### src/rtl/irtx_pkg.sv
// Shared definitions for the infrared carrier modulator.
// Assumes a twelve-sub-tick carrier period and 16-bit pulse counts.
package irtx_pkg;

    localparam int IRTX_SUBTICKS = 12;
    localparam int IRTX_CNT_W    = 16;

    typedef struct packed {
        logic                  mark;
        logic [IRTX_CNT_W-1:0] units;
    } irtx_cmd_t;

    localparam int IRTX_CMD_W = $bits(irtx_cmd_t);

    // Number of high sub-ticks per carrier period for a duty code.
    function automatic logic [3:0] irtx_high_ticks(input logic [1:0] code);
        logic [3:0] h;
        case (code)
            2'd0:    h = 4'd6;
            2'd1:    h = 4'd5;
            2'd2:    h = 4'd4;
            default: h = 4'd3;
        endcase
        return h;
    endfunction

endpackage

### src/rtl/irtx_cmd_fifo.sv
// Small synchronous queue for pulse commands.
// Assumes DEPTH is a power of two, at least 2. Push when full and pop when
// empty are ignored. Data is shown at the head without a read latency.
module irtx_cmd_fifo #(
    parameter int WIDTH = 17,
    parameter int DEPTH = 4
) (
    input  logic             clk,
    input  logic             rst_n,
    input  logic             wr_en,
    input  logic [WIDTH-1:0] wr_data,
    input  logic             rd_en,
    output logic [WIDTH-1:0] rd_data,
    output logic             empty,
    output logic             full
);
    localparam int AW = $clog2(DEPTH);
    localparam int CW = $clog2(DEPTH + 1);
    localparam logic [CW-1:0] CNT_FULL = CW'(DEPTH);

    logic [WIDTH-1:0] mem [DEPTH];
    logic [AW-1:0]    wr_ptr, rd_ptr;
    logic [CW-1:0]    count;
    logic             do_wr, do_rd;

    assign empty   = (count == '0);
    assign full    = (count == CNT_FULL);
    assign do_wr   = wr_en && !full;
    assign do_rd   = rd_en && !empty;
    assign rd_data = mem[rd_ptr];

    // Store the pushed word.
    always_ff @(posedge clk) begin
        if (do_wr) mem[wr_ptr] <= wr_data;
    end

    // Move pointers and occupancy.
    always_ff @(posedge clk) begin
        if (!rst_n) begin
            wr_ptr <= '0;
            rd_ptr <= '0;
            count  <= '0;
        end else begin
            if (do_wr) wr_ptr <= wr_ptr + 1'b1;
            if (do_rd) rd_ptr <= rd_ptr + 1'b1;
            if (do_wr && !do_rd)      count <= count + 1'b1;
            else if (do_rd && !do_wr) count <= count - 1'b1;
        end
    end
endmodule

### src/rtl/irtx_carrier.sv
// Carrier generator: twelve sub-ticks per period, each sub_clks clocks long.
// Output is high for the first H sub-ticks, H taken from the duty code.
// Assumes sub_clks >= 1. A restart puts the phase back to its start.
module irtx_carrier
    import irtx_pkg::*;
#(
    parameter int SUB_W = 12
) (
    input  logic             clk,
    input  logic             rst_n,
    input  logic             restart,
    input  logic             run,
    input  logic [SUB_W-1:0] sub_clks,
    input  logic [1:0]       duty,
    output logic             carrier_hi
);
    localparam logic [3:0] LAST_TICK = 4'(IRTX_SUBTICKS - 1);

    logic [SUB_W-1:0] sub_cnt;
    logic [3:0]       phase;
    logic             tick_end;

    assign tick_end   = (sub_cnt == sub_clks - 1'b1);
    assign carrier_hi = (phase < irtx_high_ticks(duty));

    // Advance the sub-tick counter and the phase within the period.
    always_ff @(posedge clk) begin
        if (!rst_n || restart) begin
            sub_cnt <= '0;
            phase   <= '0;
        end else if (run) begin
            if (tick_end) begin
                sub_cnt <= '0;
                phase   <= (phase == LAST_TICK) ? 4'd0 : phase + 4'd1;
            end else begin
                sub_cnt <= sub_cnt + 1'b1;
            end
        end
    end
endmodule

### src/rtl/irtx_pulse_seq.sv
// Pulse sequencer: loads commands from the queue head and times each one
// as units x unit_clks clocks. Chains to the next command with no gap
// and flags completion when the queue runs dry.
// Assumes unit_clks >= 1 and that queued counts are nonzero.
module irtx_pulse_seq
    import irtx_pkg::*;
#(
    parameter int UNIT_W = 16
) (
    input  logic              clk,
    input  logic              rst_n,
    input  irtx_cmd_t         head,
    input  logic              head_valid,
    input  logic [UNIT_W-1:0] unit_clks,
    output logic              pop,
    output logic              active,
    output logic              mark,
    output logic              done
);
    localparam logic [IRTX_CNT_W-1:0] ONE_UNIT = IRTX_CNT_W'(1);

    logic [UNIT_W-1:0]     unit_cnt;
    logic [IRTX_CNT_W-1:0] units_left;
    logic                  unit_end, finishing;

    assign unit_end  = (unit_cnt == unit_clks - 1'b1);
    assign finishing = active && unit_end && (units_left == ONE_UNIT);
    assign pop       = head_valid && (!active || finishing);

    // Load, count down and retire pulse commands.
    always_ff @(posedge clk) begin
        if (!rst_n) begin
            active     <= 1'b0;
            mark       <= 1'b0;
            unit_cnt   <= '0;
            units_left <= '0;
        end else if (pop) begin
            active     <= 1'b1;
            mark       <= head.mark;
            unit_cnt   <= '0;
            units_left <= head.units;
        end else if (finishing) begin
            active <= 1'b0;
            mark   <= 1'b0;
        end else if (active) begin
            if (unit_end) begin
                unit_cnt   <= '0;
                units_left <= units_left - 1'b1;
            end else begin
                unit_cnt <= unit_cnt + 1'b1;
            end
        end
    end

    // One-cycle completion flag when the last command ends with nothing queued.
    always_ff @(posedge clk) begin
        if (!rst_n) done <= 1'b0;
        else        done <= finishing && !pop;
    end
endmodule

### src/rtl/irtx_modulator.sv
// Infrared carrier modulator top: queues mark/space commands, times them
// in base periods and gates marks with the carrier.
// Assumes configuration inputs are held stable while busy is high.
module irtx_modulator
    import irtx_pkg::*;
#(
    parameter int FIFO_DEPTH = 4,
    parameter int UNIT_W     = 16,
    parameter int SUB_W      = 12
) (
    input  logic                  clk,
    input  logic                  rst_n,
    input  logic [UNIT_W-1:0]     cfg_unit_clks,
    input  logic [SUB_W-1:0]      cfg_sub_clks,
    input  logic [1:0]            cfg_duty,
    input  logic                  cmd_valid,
    output logic                  cmd_ready,
    input  logic                  cmd_mark,
    input  logic [IRTX_CNT_W-1:0] cmd_units,
    output logic                  ir_out,
    output logic                  busy,
    output logic                  done
);
    irtx_cmd_t in_cmd, head;
    logic      push, pop, q_empty, q_full;
    logic      seq_active, seq_mark, carrier_hi;

    assign in_cmd.mark  = cmd_mark;
    assign in_cmd.units = cmd_units;
    assign cmd_ready    = !q_full;
    assign push         = cmd_valid && cmd_ready && (cmd_units != '0);

    irtx_cmd_fifo #(
        .WIDTH (IRTX_CMD_W),
        .DEPTH (FIFO_DEPTH)
    ) u_fifo (
        .clk     (clk),
        .rst_n   (rst_n),
        .wr_en   (push),
        .wr_data (in_cmd),
        .rd_en   (pop),
        .rd_data (head),
        .empty   (q_empty),
        .full    (q_full)
    );

    irtx_pulse_seq #(
        .UNIT_W (UNIT_W)
    ) u_seq (
        .clk        (clk),
        .rst_n      (rst_n),
        .head       (head),
        .head_valid (!q_empty),
        .unit_clks  (cfg_unit_clks),
        .pop        (pop),
        .active     (seq_active),
        .mark       (seq_mark),
        .done       (done)
    );

    irtx_carrier #(
        .SUB_W (SUB_W)
    ) u_car (
        .clk        (clk),
        .rst_n      (rst_n),
        .restart    (pop),
        .run        (seq_active),
        .sub_clks   (cfg_sub_clks),
        .duty       (cfg_duty),
        .carrier_hi (carrier_hi)
    );

    assign ir_out = seq_active && seq_mark && carrier_hi;
    assign busy   = seq_active || !q_empty;
endmodule

### config.mk
export PLATFORM = sky130hd
export DESIGN_NAME = irtx_modulator
export DESIGN_NICKNAME = d
export VERILOG_FILES = /design/src/rtl/irtx_pkg.sv /design/src/rtl/irtx_cmd_fifo.sv /design/src/rtl/irtx_carrier.sv /design/src/rtl/irtx_pulse_seq.sv /design/src/rtl/irtx_modulator.sv
export SDC_FILE = /design/constraint.sdc
export NUM_CORES = 1
export LEC_CHECK = 0
export BUFFER_PORTS_ARGS = -buffer_cell sky130_fd_sc_hd__buf_2
export CAP_MARGIN = 5
export CORE_ASPECT_RATIO = 1.1
export CORE_MARGIN = 3
export CORE_UTILIZATION = 40
export CTS_BUF_LIST = sky130_fd_sc_hd__clkbuf_4
export CTS_CLUSTER_DIAMETER = 200
export DETAILED_ROUTE_END_ITERATION = 10
export PLACE_DENSITY = 0.57
export SLEW_MARGIN = 20
export SYNTH_ARGS = -nofsm -noshare
export SYNTH_HDL_FRONTEND = slang
export SYNTH_SLANG_ARGS = --single-unit
### constraint.sdc
create_clock -name clk -period 4.7 [get_ports clk]
set_input_delay 0.47 -clock clk [delete_from_list [all_inputs] [get_ports clk]]
set_output_delay 0.47 -clock clk [all_outputs]
set_load 0.01 [all_outputs]
-- Word level (Yosys, flattened, before mapping)
Memory sizes are Yosys's and may differ from the RTL's. A register that Yosys moved wholly into a read port is not among the register bits.
Cells that the tools add are included.
W data, S select, Z words.
- bits in registers: 58
- RAM bits: 68
- bits of input ports: 50
- output and inout bits: 4
- logic and storage cells: 82
- memories kept: 1
- memories (name ; words ; width ; read ports ; clocked after Yosys merged registers in ; wr ports ; line ; text):
    u_fifo.mem ; 4 ; 17 ; 1 ; 1 ; 1 ; irtx_cmd_fifo.sv:21 ; logic [WIDTH-1:0] mem [DEPTH];
- add/sub/neg operators: 10
- magnitude comparators: 1
- equality and inequality tests: 8
- mux-type cells: 17
- bitwise operators: 2
- reduce and logical (&&, ||, !) cells: 33
- operators with widths (kind ; number):
    $mux W16 ; 5
    $sub A16 B1 Y16 const B ; 2
    $add A16 B1 Y16 const B ; 1
    $eq A16 B1 Y1 const B ; 1
    $eq A16 B16 Y1 ; 1
    $reduce_bool A16 Y1 ; 1
    $add A12 B1 Y12 const B ; 1
    $eq A12 B12 Y1 ; 1
    $logic_and A1 B1 Y1 ; 12
    $mux W12 ; 1
    $sub A12 B1 Y12 const B ; 1
    $pmux W3 S3 ; 1
    $reduce_bool A2 Y1 ; 4
    $logic_not A1 Y1 ; 7
    $mux W3 ; 2
    $mux W1 ; 5
    $add A2 B1 Y2 const B ; 2
    $add A4 B1 Y4 const B ; 1
    $eq A4 B4 Y1 const B ; 1
    $lt A4 B3 Y1 ; 1
    $mux W2 ; 2
    $mux W4 ; 1
    $reduce_and A2 Y1 ; 2
    $add A3 B1 Y3 const B ; 1
    other kinds (11) ; 14

-- Logic depth before layout (Yosys ltp)
Gate-level depths: netlist of the first run.
- depth after elaboration: 10
- gate-level depth with buffers: 18
- depth with buffers taken out: 16

-- Modules after synthesis
From an unflattened synthesis of the first run, not the netlist that was laid out.
- cell total of the unflattened synthesis: 646
- area, all modules: 6949.2 sq um
- by module, submodules not included (module ; times used ; cells each ; area an instance (sq um) ; seq. area each (sq um)):
    irtx_cmd_fifo ; 1 ; 137 ; 2955.3 ; 2222.1
    irtx_pulse_seq ; 1 ; 345 ; 2613.8 ; 700.7
    irtx_carrier ; 1 ; 154 ; 1301.2 ; 320.3
    irtx_modulator ; 1 ; 10 ; 78.8 ; 0.0

-- Worst setup path before layout of the first run
No wires, ideal clock.
- path kind: input-to-reg
- from: input cfg_unit_clks[0]
- to: register u_fifo.count[2]
- setup time: 0.071 ns
- arrival time: 3.920 ns
- required time: 4.629 ns
- slack: 0.710 ns
- stages: 18
- buffers on the path: 2
- cells stage by stage: inv_1 > ha_1 > or4b_4 > nor4b_4 > mux2_2 > o32ai_2 > nor2_4 > nand3_2 > a21oi_2 > inv_2 > buf_6 > buf_2 > ha_1 > inv_1 > fa_1 > xor2_1 > or3_1 > a21oi_1
- word-level cells in the longest chain between the ends: 10
- elaborated cells on any way between the ends: 12
- classes of those cells: add/sub (1); eq/ne (1); mux (1); reduce/logical (9)
- ends and longest elaborated chain (what ; line ; text):
    start, declared ; irtx_modulator.sv:13 ; input logic [UNIT_W-1:0] cfg_unit_clks,
    $sub A16 B1 Y16 (*) ; irtx_pulse_seq.sv:26 ; assign unit_end = (unit_cnt == unit_clks - 1'b1);
    $eq A16 B16 Y1 (*) ; irtx_pulse_seq.sv:26 ;
    $logic_and A1 B1 Y1 (*) (2 in a row) ; irtx_pulse_seq.sv:27 ; assign finishing = active && unit_end && (units_left == ONE_UNIT);
    $logic_or A1 B1 Y1 (*) ; irtx_pulse_seq.sv:28 ; assign pop = head_valid && (!active || finishing);
    $logic_and A1 B1 Y1 (*) ; irtx_pulse_seq.sv:28 ;
    $logic_and A1 B1 Y1 (*) ; irtx_cmd_fifo.sv:29 ; assign do_rd = rd_en && !empty;
    $logic_not A1 Y1 ; irtx_cmd_fifo.sv:46 ; if (do_wr && !do_rd) count <= count + 1'b1;
    $logic_and A1 B1 Y1 ; irtx_cmd_fifo.sv:46 ;
    $mux W3 or $reduce_bool A2 Y1 (tied branches) ; n/a ;
    end signal, assigned ; irtx_cmd_fifo.sv:46 ;
    end signal, assigned ; irtx_cmd_fifo.sv:47 ; else if (do_rd && !do_wr) count <= count - 1'b1;
    end, declared ; irtx_cmd_fifo.sv:23 ; logic [CW-1:0] count;
Every way passes the cells marked *; elsewhere a longest branch is shown, timed or not.
A chain may end at the register's enable or synchronous reset.

-- Worst setup path in the final report of the first run
Same ends and word-level chain as after synthesis.

==> impl_metrics.toml, run 1 <==
[cts]
numCtsBuffers = 17
cts_repair_resize_count = 0
clk_pin_slew_ns = 0.10
tritoncts = "yes"
post_cts_buffers = 0
sinks_on_clock_net = 128
cts.htree.levels = 4
cts_hold_buffers = 0
cts_root_buffer = "clkbuf_4"
clock_tree.buffer_depth = 2
insertion_delay_ns = 0.53

[timing]
fin_tns_setup_ns = 0
grt_setup_unrepaired = "false"
slew_headroom_pct = 34.2
period_share_pct = 75.1
timing.final.setup_violations = 0
timing.fmax_ghz = 0.283
post-route-min-period_ns = 3.53
hold_viol = 0
finalClockSkew_ns = 0.0162
post-route-worst-setup-slack_ns = 1.17
maxSlewViolCount = 0
worst_margin_slew_ns = 0.987

[logic_synthesis]
ys_seq_elements = 128
synth_edf_count = 68
synthesis_warnings = 0
synth.distinct_cells = 68
synth_net_count = 692
syn_area_per_cell_um2 = 10.7
post_synth_instance_area_um2 = 6700
postSynthCellCount = 626
synthArstFlopShare_pct = 0
ys.flop_type = "edfxtp_1"
yosysSeqAreaShare_pct = 48.4

[die]
die_w_um = 129
fp.dieArea_um2 = 18300
die_height_um = 142
placement_rows = 49
initial_core_util_pct = 40.9
core_um2 = 16400
ios = 54

[routing]
dr.first_iter.drc_count = 279
post_drt_via_cell_ratio = 5.52
route.detailed.wl_per_inst_um = 16.9
dr_total_vias = 4944
drt-pass1-iter-count = 5
drc_errors = 0
count_of_antenna_violating_nets_left_after_detailed_routing = 0
wirelength_um = 15200

[final_layout]
layout.cell_area.non_filler_um2 = 7480
area.growth.synth_to_final_pct = 11.6
drive_gt1_share_pct = 17.1
layout.nets = 744

[run]
timing.max_cap.violations = 0

[critical_path]
critPathKind = "in -> reg"
critical_path.endpoint_type = "register"
cp_data_arrival_time_ns = 3.98
critPathBufInv = 4
timing.critical_path.required_ns = 5.15
critPathTopFamily = "simple AND/OR/NAND/NOR gates"
critPathSlowestCell = "or4b_4"
critPathLaunchType = "input pin"
critical_path.cell_chain = "buf_2, inv_1, ha_1, or4b_4, nor4b_4, mux2_2, o32ai_2, nor2_4, nand3_2, a21oi_2, inv_2, ha_1, inv_1, fa_1, xor2_1, or3_1, a21oi_1"
cpPeakStageDelay_ns = 0.51
path_max_fanout = 6

[global_routing]
grt_overflow_total = 0
pin_count_of_the_biggest_net_entering_global_routing = 30
grt_antenna_before_repair = 1
first_pass_grt_wire_length_um = 24800
grt_pass1_vias = 4953
grt_use_total_pct = 17.2

[placed_design]
place.port_buffers = 53
pre_cts_ws_ns = 0.628
gp_congestion = 0.827
post_detailed_placement_cell_area_um2 = 7140
dp.final_hpwl_um = 10900

[pwr]
power_density_nw_per_um2 = 459
power.static_leakage_uw = 0.00264
vdd.ir_drop.worst_mv = 0.273

[min_path]
holdCritPathClass = "in -> reg"

[status]
run_status = "finished clean"
-- stage by stage --
stage | std cells | utilization, % | hold WS [ns] | total power [uW]
floorplan | 626 | - | 0.448 | 2310
global placement | 863 | 43.6 | 0.470 | 2560
detailed placement | 863 | 43.6 | 0.468 | 2600
CTS | 895 | 45.7 | 0.0943 | 3480
global route | 896 | 45.7 | 0.108 | 3670
finish | 896 | 45.7 | 0.159 | 3440
-- layer usage --
layer  wire [um]  GRT usage [%]  share of wire (%)  vias up
met3         556           3.69                3.7        9
met1        6830           22.2                 45     2415
met5           0              0                  0        -
li1            -              -                  -     2432
met4          89           5.63               0.59        0
met2        7680           28.7                 51       88
-- state kept, by name, indices dropped and copies added (netlist names), 2 cells and up, named ones only --
signal	flops
u_fifo.mem	68
u_seq.unit_cnt	16
u_seq.units_left	16
u_car.sub_cnt	12
u_car.phase	4
u_fifo.count	3
u_fifo.rd_ptr	2
u_fifo.wr_ptr	2
-- area by class of cell --
class / count / area (um2)
multi-input combinational: 451 / 3260
tap: 204 / 255
timing repair buffer: 57 / 295
antenna: 1 / 2.50
clock buffer: 18 / 135
sequential: 128 / 3240
inverter: 23 / 86.3
fill: 1544 / 8890
clock inverter: 14 / 196
-- report_power, final --
| part | internal, uW | switching [uW] | leakage, uW | total [uW] |
|---|---|---|---|---|
| Sequential | 1340 | 154 | 0.00111 | 1490 |
| Clock | 471 | 391 | 0.000166 | 862 |
| Combinational | 446 | 637 | 0.00136 | 1080 |
| Total | 2250 | 1180 | 0.00264 | 3440 |
-- cell usage after synthesis, types with 3 or more instances --
master / n / share of area (%)
ha_1: 15 / 2.8
nor3b_1: 3 / 0.34
o21ai_0: 13 / 0.97
nand4_1: 20 / 1.9
a211oi_1: 3 / 0.34
nor3_1: 22 / 1.6
mux2i_1: 13 / 1.9
nor4_1: 12 / 1.1
and3_1: 13 / 1.2
nor4b_1: 6 / 0.78
mux4_2: 17 / 5.7
and2_1: 8 / 0.75
a31oi_1: 6 / 0.56
a21o_1: 3 / 0.34
buf_2: 6 / 0.45
xnor2_1: 42 / 5.5
or3_1: 8 / 0.75
nor2_1: 69 / 3.9
nand2_1: 43 / 2.4
and3b_1: 3 / 0.39
nand2b_1: 6 / 0.56
o31ai_1: 3 / 0.34
nand4b_1: 4 / 0.52
nand3_1: 19 / 1.4
a21oi_1: 20 / 1.5
mux2_2: 3 / 0.50
nor2b_1: 8 / 0.75
xor2_1: 19 / 2.5
dfxtp_1: 60 / 18
o211ai_1: 6 / 0.67
edfxtp_1: 68 / 30
clkbuf_1: 14 / 0.78
inv_1: 22 / 1.2
-- cells by family after synthesis --
kind of cell             count (synthesis)  synth area share [%]
AND/OR/NAND/NOR                        259                  20.8
flip-flops                             128                  48.4
XOR/XNOR                                61                  7.97
buffers and inverters                   47                  2.91
adder cells (fa/ha/maj)                 16                  3.10
AO/OA/AOI/OAI                           82                  8.68
multiplexers                            33                  8.16
-- layout by cell type (no fill, tap or decap), drive strengths merged, types with 4 or more instances in the layout --
| master | Yosys | final |
|---|---|---|
| clkinv | 0 | 6 |
| and2 | 8 | 8 |
| nor4b | 8 | 8 |
| o21ai | 13 | 13 |
| clkbuf | 14 | 18 |
| a31oi | 6 | 6 |
| buf | 10 | 57 |
| nand4b | 4 | 4 |
| o211ai | 6 | 6 |
| nor2 | 70 | 70 |
| nand2 | 43 | 43 |
| dfxtp | 60 | 60 |
| ha | 15 | 15 |
| mux2i | 13 | 13 |
| nand3 | 20 | 20 |
| bufinv | 0 | 5 |
| mux4 | 17 | 17 |
| nand4 | 20 | 20 |
| or3 | 8 | 8 |
| a21oi | 22 | 22 |
| xor2 | 19 | 19 |
| nor4 | 13 | 13 |
| edfxtp | 68 | 68 |
| nor2b | 8 | 8 |
| inv | 23 | 23 |
| and3 | 13 | 13 |
| nor3 | 22 | 22 |
| nand2b | 6 | 6 |
| xnor2 | 42 | 42 |
-- final timing paths --
path,from,end,slack (ns),depth (start not counted)
setup / recovery,cfg_unit_clks[0],u_fifo.count[2],1.17,17
hold / removal,cmd_mark,u_fifo.mem[1][16],0.16,1
setup reg to reg,u_seq.unit_cnt[2],u_fifo.count[2],1.68,13
hold reg to reg,u_seq.units_left[11],u_seq.units_left[11],0.49,2
No activity file was read; power rests on OpenSTA's default activity.
==> run 2: changes to the inputs <==
==> constraint.sdc (replaced) <==
create_clock -name clk -period 3.45 [get_ports clk]
set_input_delay 0.345 -clock clk [delete_from_list [all_inputs] [get_ports clk]]
set_output_delay 0.345 -clock clk [all_outputs]
set_load 0.01 [all_outputs]
==> run 2 against run 1 <==
Combinational power rose by 52%. Die area did not move. Critical path depth did not move. First-iteration DRC count fell by 25%. Cell area rose by 3.5%. Largest cell class unchanged. Via count rose by 1.1%. Highest routed layer unchanged. Critical path type unchanged. Count of clock-buffer cells in the layout did not move. Non-clock buffer count rose by 41. Sequential power rose by 35%. Register-to-register slack got worse by 1.1 ns. Flip-flop and latch count did not move.
==> impl_metrics.toml, run 2 (synthesis gave the netlist of run 1 again) <==
[placed_design]
place.port_buffers = 53
gp_congestion = 0.843
dp.final_hpwl_um = 11200

[final_layout]
top_regs = "u_fifo.mem x68, u_seq.unit_cnt x16, u_seq.units_left x16"
area.growth.synth_to_final_pct = 15.5
top_register = "u_fifo.mem"
largest_register_ffs = 68
layout.filler_cells = 1525
drive_gt1_share_pct = 21.9
most_frequent_cells_in_the_layout = "69 x nor2_1, 68 x edfxtp_1, 60 x dfxtp_1"
final_common_cell = "nor2_1"
layout.nets = 785

[routing]
drt-pass1-iter-count = 4
dr.first_iter.drc_count = 208
route.detailed.wl_per_inst_um = 16.2
count_of_antenna_violating_nets_left_after_detailed_routing = 0
drc_errors = 0
post_drt_via_cell_ratio = 5.34
wirelength_um = 15200
dr_total_vias = 4999

[pwr]
finalPower_uw = 4510
power_density_nw_per_um2 = 583
vdd.ir_drop.worst_mv = 0.290
power.static_leakage_uw = 0.00280

[global_routing]
first_pass_grt_wire_length_um = 24800
grt_overflow_total = 0
grt_use_total_pct = 17.2
pin_count_of_the_biggest_net_entering_global_routing = 30
grt_antenna_before_repair = 1
grt_pass1_vias = 5021

[timing]
finalClockSkew_ns = 0.0203
timing.hold.ws_ns = 0.0471
worst_margin_slew_ns = 0.966
timing.fmax_ghz = 0.319
maxSlewViolCount = 0
grt_setup_unrepaired = "false"
timing.final.setup_violations = 0
period_share_pct = 90.8
post-route-min-period_ns = 3.13
slew_headroom_pct = 35.6
hold_viol = 0

[cts]
cts.htree.levels = 4
cts_repair_resize_count = 0
clk_pin_slew_ns = 0.12
cts_root_buffer = "clkbuf_4"
clock_tree.buffer_depth = 2
sinks_on_clock_net = 128
tritoncts = "yes"
numCtsBuffers = 17
insertion_delay_ns = 0.54

[min_path]
holdCritPathClass = "in -> reg"
min-delay-start = "cmd_units[7]"
holdPathStages = 1
hold_end = "u_fifo.mem[0][7]"

[status]
run_status = "finished clean"

[die]
die_height_um = 142
die_w_um = 129
core_um2 = 16400
fp.dieArea_um2 = 18300
ios = 54
placement_rows = 49
initial_core_util_pct = 40.9

[critical_path]
critPathKind = "in -> reg"
critical_path.reg2reg.startpoint = "u_seq.unit_cnt[2]"
cp_data_arrival_time_ns = 3.60
path_max_fanout = 3
r2r-end = "u_fifo.count[2]"
critPathLaunchType = "input pin"
critical_path.endpoint_type = "register"
regToRegSetupSlack_ns = 0.57
timing.critical_path.required_ns = 3.92
depth_of_the_most_critical_reg_to_reg_path = 14

[run]
timing.max_cap.violations = 0
run 2: changes by cell type in the layout (fill, tap and decap cells not counted), moves of 2 or more:
cell / before / now
buf_4: 4 / 38
bufinv_16: 5 / 0
clkinv_1: 5 / 3
clkinv_4: 0 / 4
dlygate4sd3_1: 0 / 7
ha_1: 15 / 13
inv_1: 22 / 19
inv_2: 1 / 4
run 2: critical path, cell delays in order:
cell	delay, ns
buf_2	0.11
inv_2	0.04
ha_2	0.16
or4b_4	0.48
nor4b_4	0.36
mux2_4	0.35
o32ai_4	0.36
nor2_4	0.06
nand3_2	0.09
a21oi_2	0.08
inv_2	0.09
ha_4	0.13
inv_2	0.03
fa_2	0.32
xor2_1	0.15
or3_1	0.30
a21oi_1	0.14
run 2: worst max path at each step:
stage,start,endpoint,slack [ns],cells after the start
2_1_floorplan,cfg_unit_clks[1],u_fifo.count[2],-0.24,18
3_3_place_gp,cfg_unit_clks[1],u_seq.units_left[0],-0.19,12
3_5_place_dp,cfg_unit_clks[1],u_fifo.count[2],-0.26,17
4_1_cts,cfg_unit_clks[1],u_fifo.count[2],0.33,17
5_1_grt,cfg_unit_clks[1],u_fifo.count[2],0.18,17
6_report,cfg_unit_clks[1],u_fifo.count[2],0.32,17
run 2: repair_timing:
item | CTS | global route
endpoints found under the hold margin | 22 | 0
hold buffers | 7 | 0
setup endpoints to repair | 0 | 0
setup buffers | 0 | 0
run 2: metal layers:
layer | global-route usage (%) | wire length [um] | part of all wire (%) | vias to the layer above
met5 | 0 | 0 | 0 | -
met4 | 6.29 | 189 | 1.2 | 0
met3 | 3.50 | 518 | 3.4 | 18
met2 | 29.1 | 7700 | 51 | 78
met1 | 21.8 | 6800 | 45 | 2384
li1 | - | - | - | 2519
run 2: cell type report:
class / count / area, um2 / share of cell area [%]
multi-input combinational: 451 / 3310 / 42.7
sequential: 128 / 3240 / 41.9
timing repair buffer: 98 / 621 / 8.01
tap: 204 / 255 / 3.30
clock buffer: 18 / 135 / 1.75
clock inverter: 14 / 95.1 / 1.23
inverter: 23 / 86.3 / 1.11
antenna: 1 / 2.50 / 0.0323
run 2: through the flow:
| step | instance area, um2 | setup TNS [ns] | utilization (%) | setup slack (ns) | cells |
|---|---|---|---|---|---|
| CTS | 7740 | 0 | 47.3 | 0.328 | 936 |
| detailed placement | 7440 | -0.440 | 45.5 | -0.257 | 897 |
| global placement | 7430 | -1.20 | 45.4 | -0.192 | 897 |
| floorplan | 6740 | -0.239 | - | -0.239 | 626 |
| finish | 7740 | 0 | 47.3 | 0.316 | 937 |
| global route | 7740 | 0 | 47.3 | 0.177 | 937 |
run 2: report_power, final:
part	leakage (uW)	total [uW]	switching, uW	internal (uW)
logic	0.00157	1640	906	733
registers	0.00111	2010	191	1820
clock network	0.000117	863	576	287
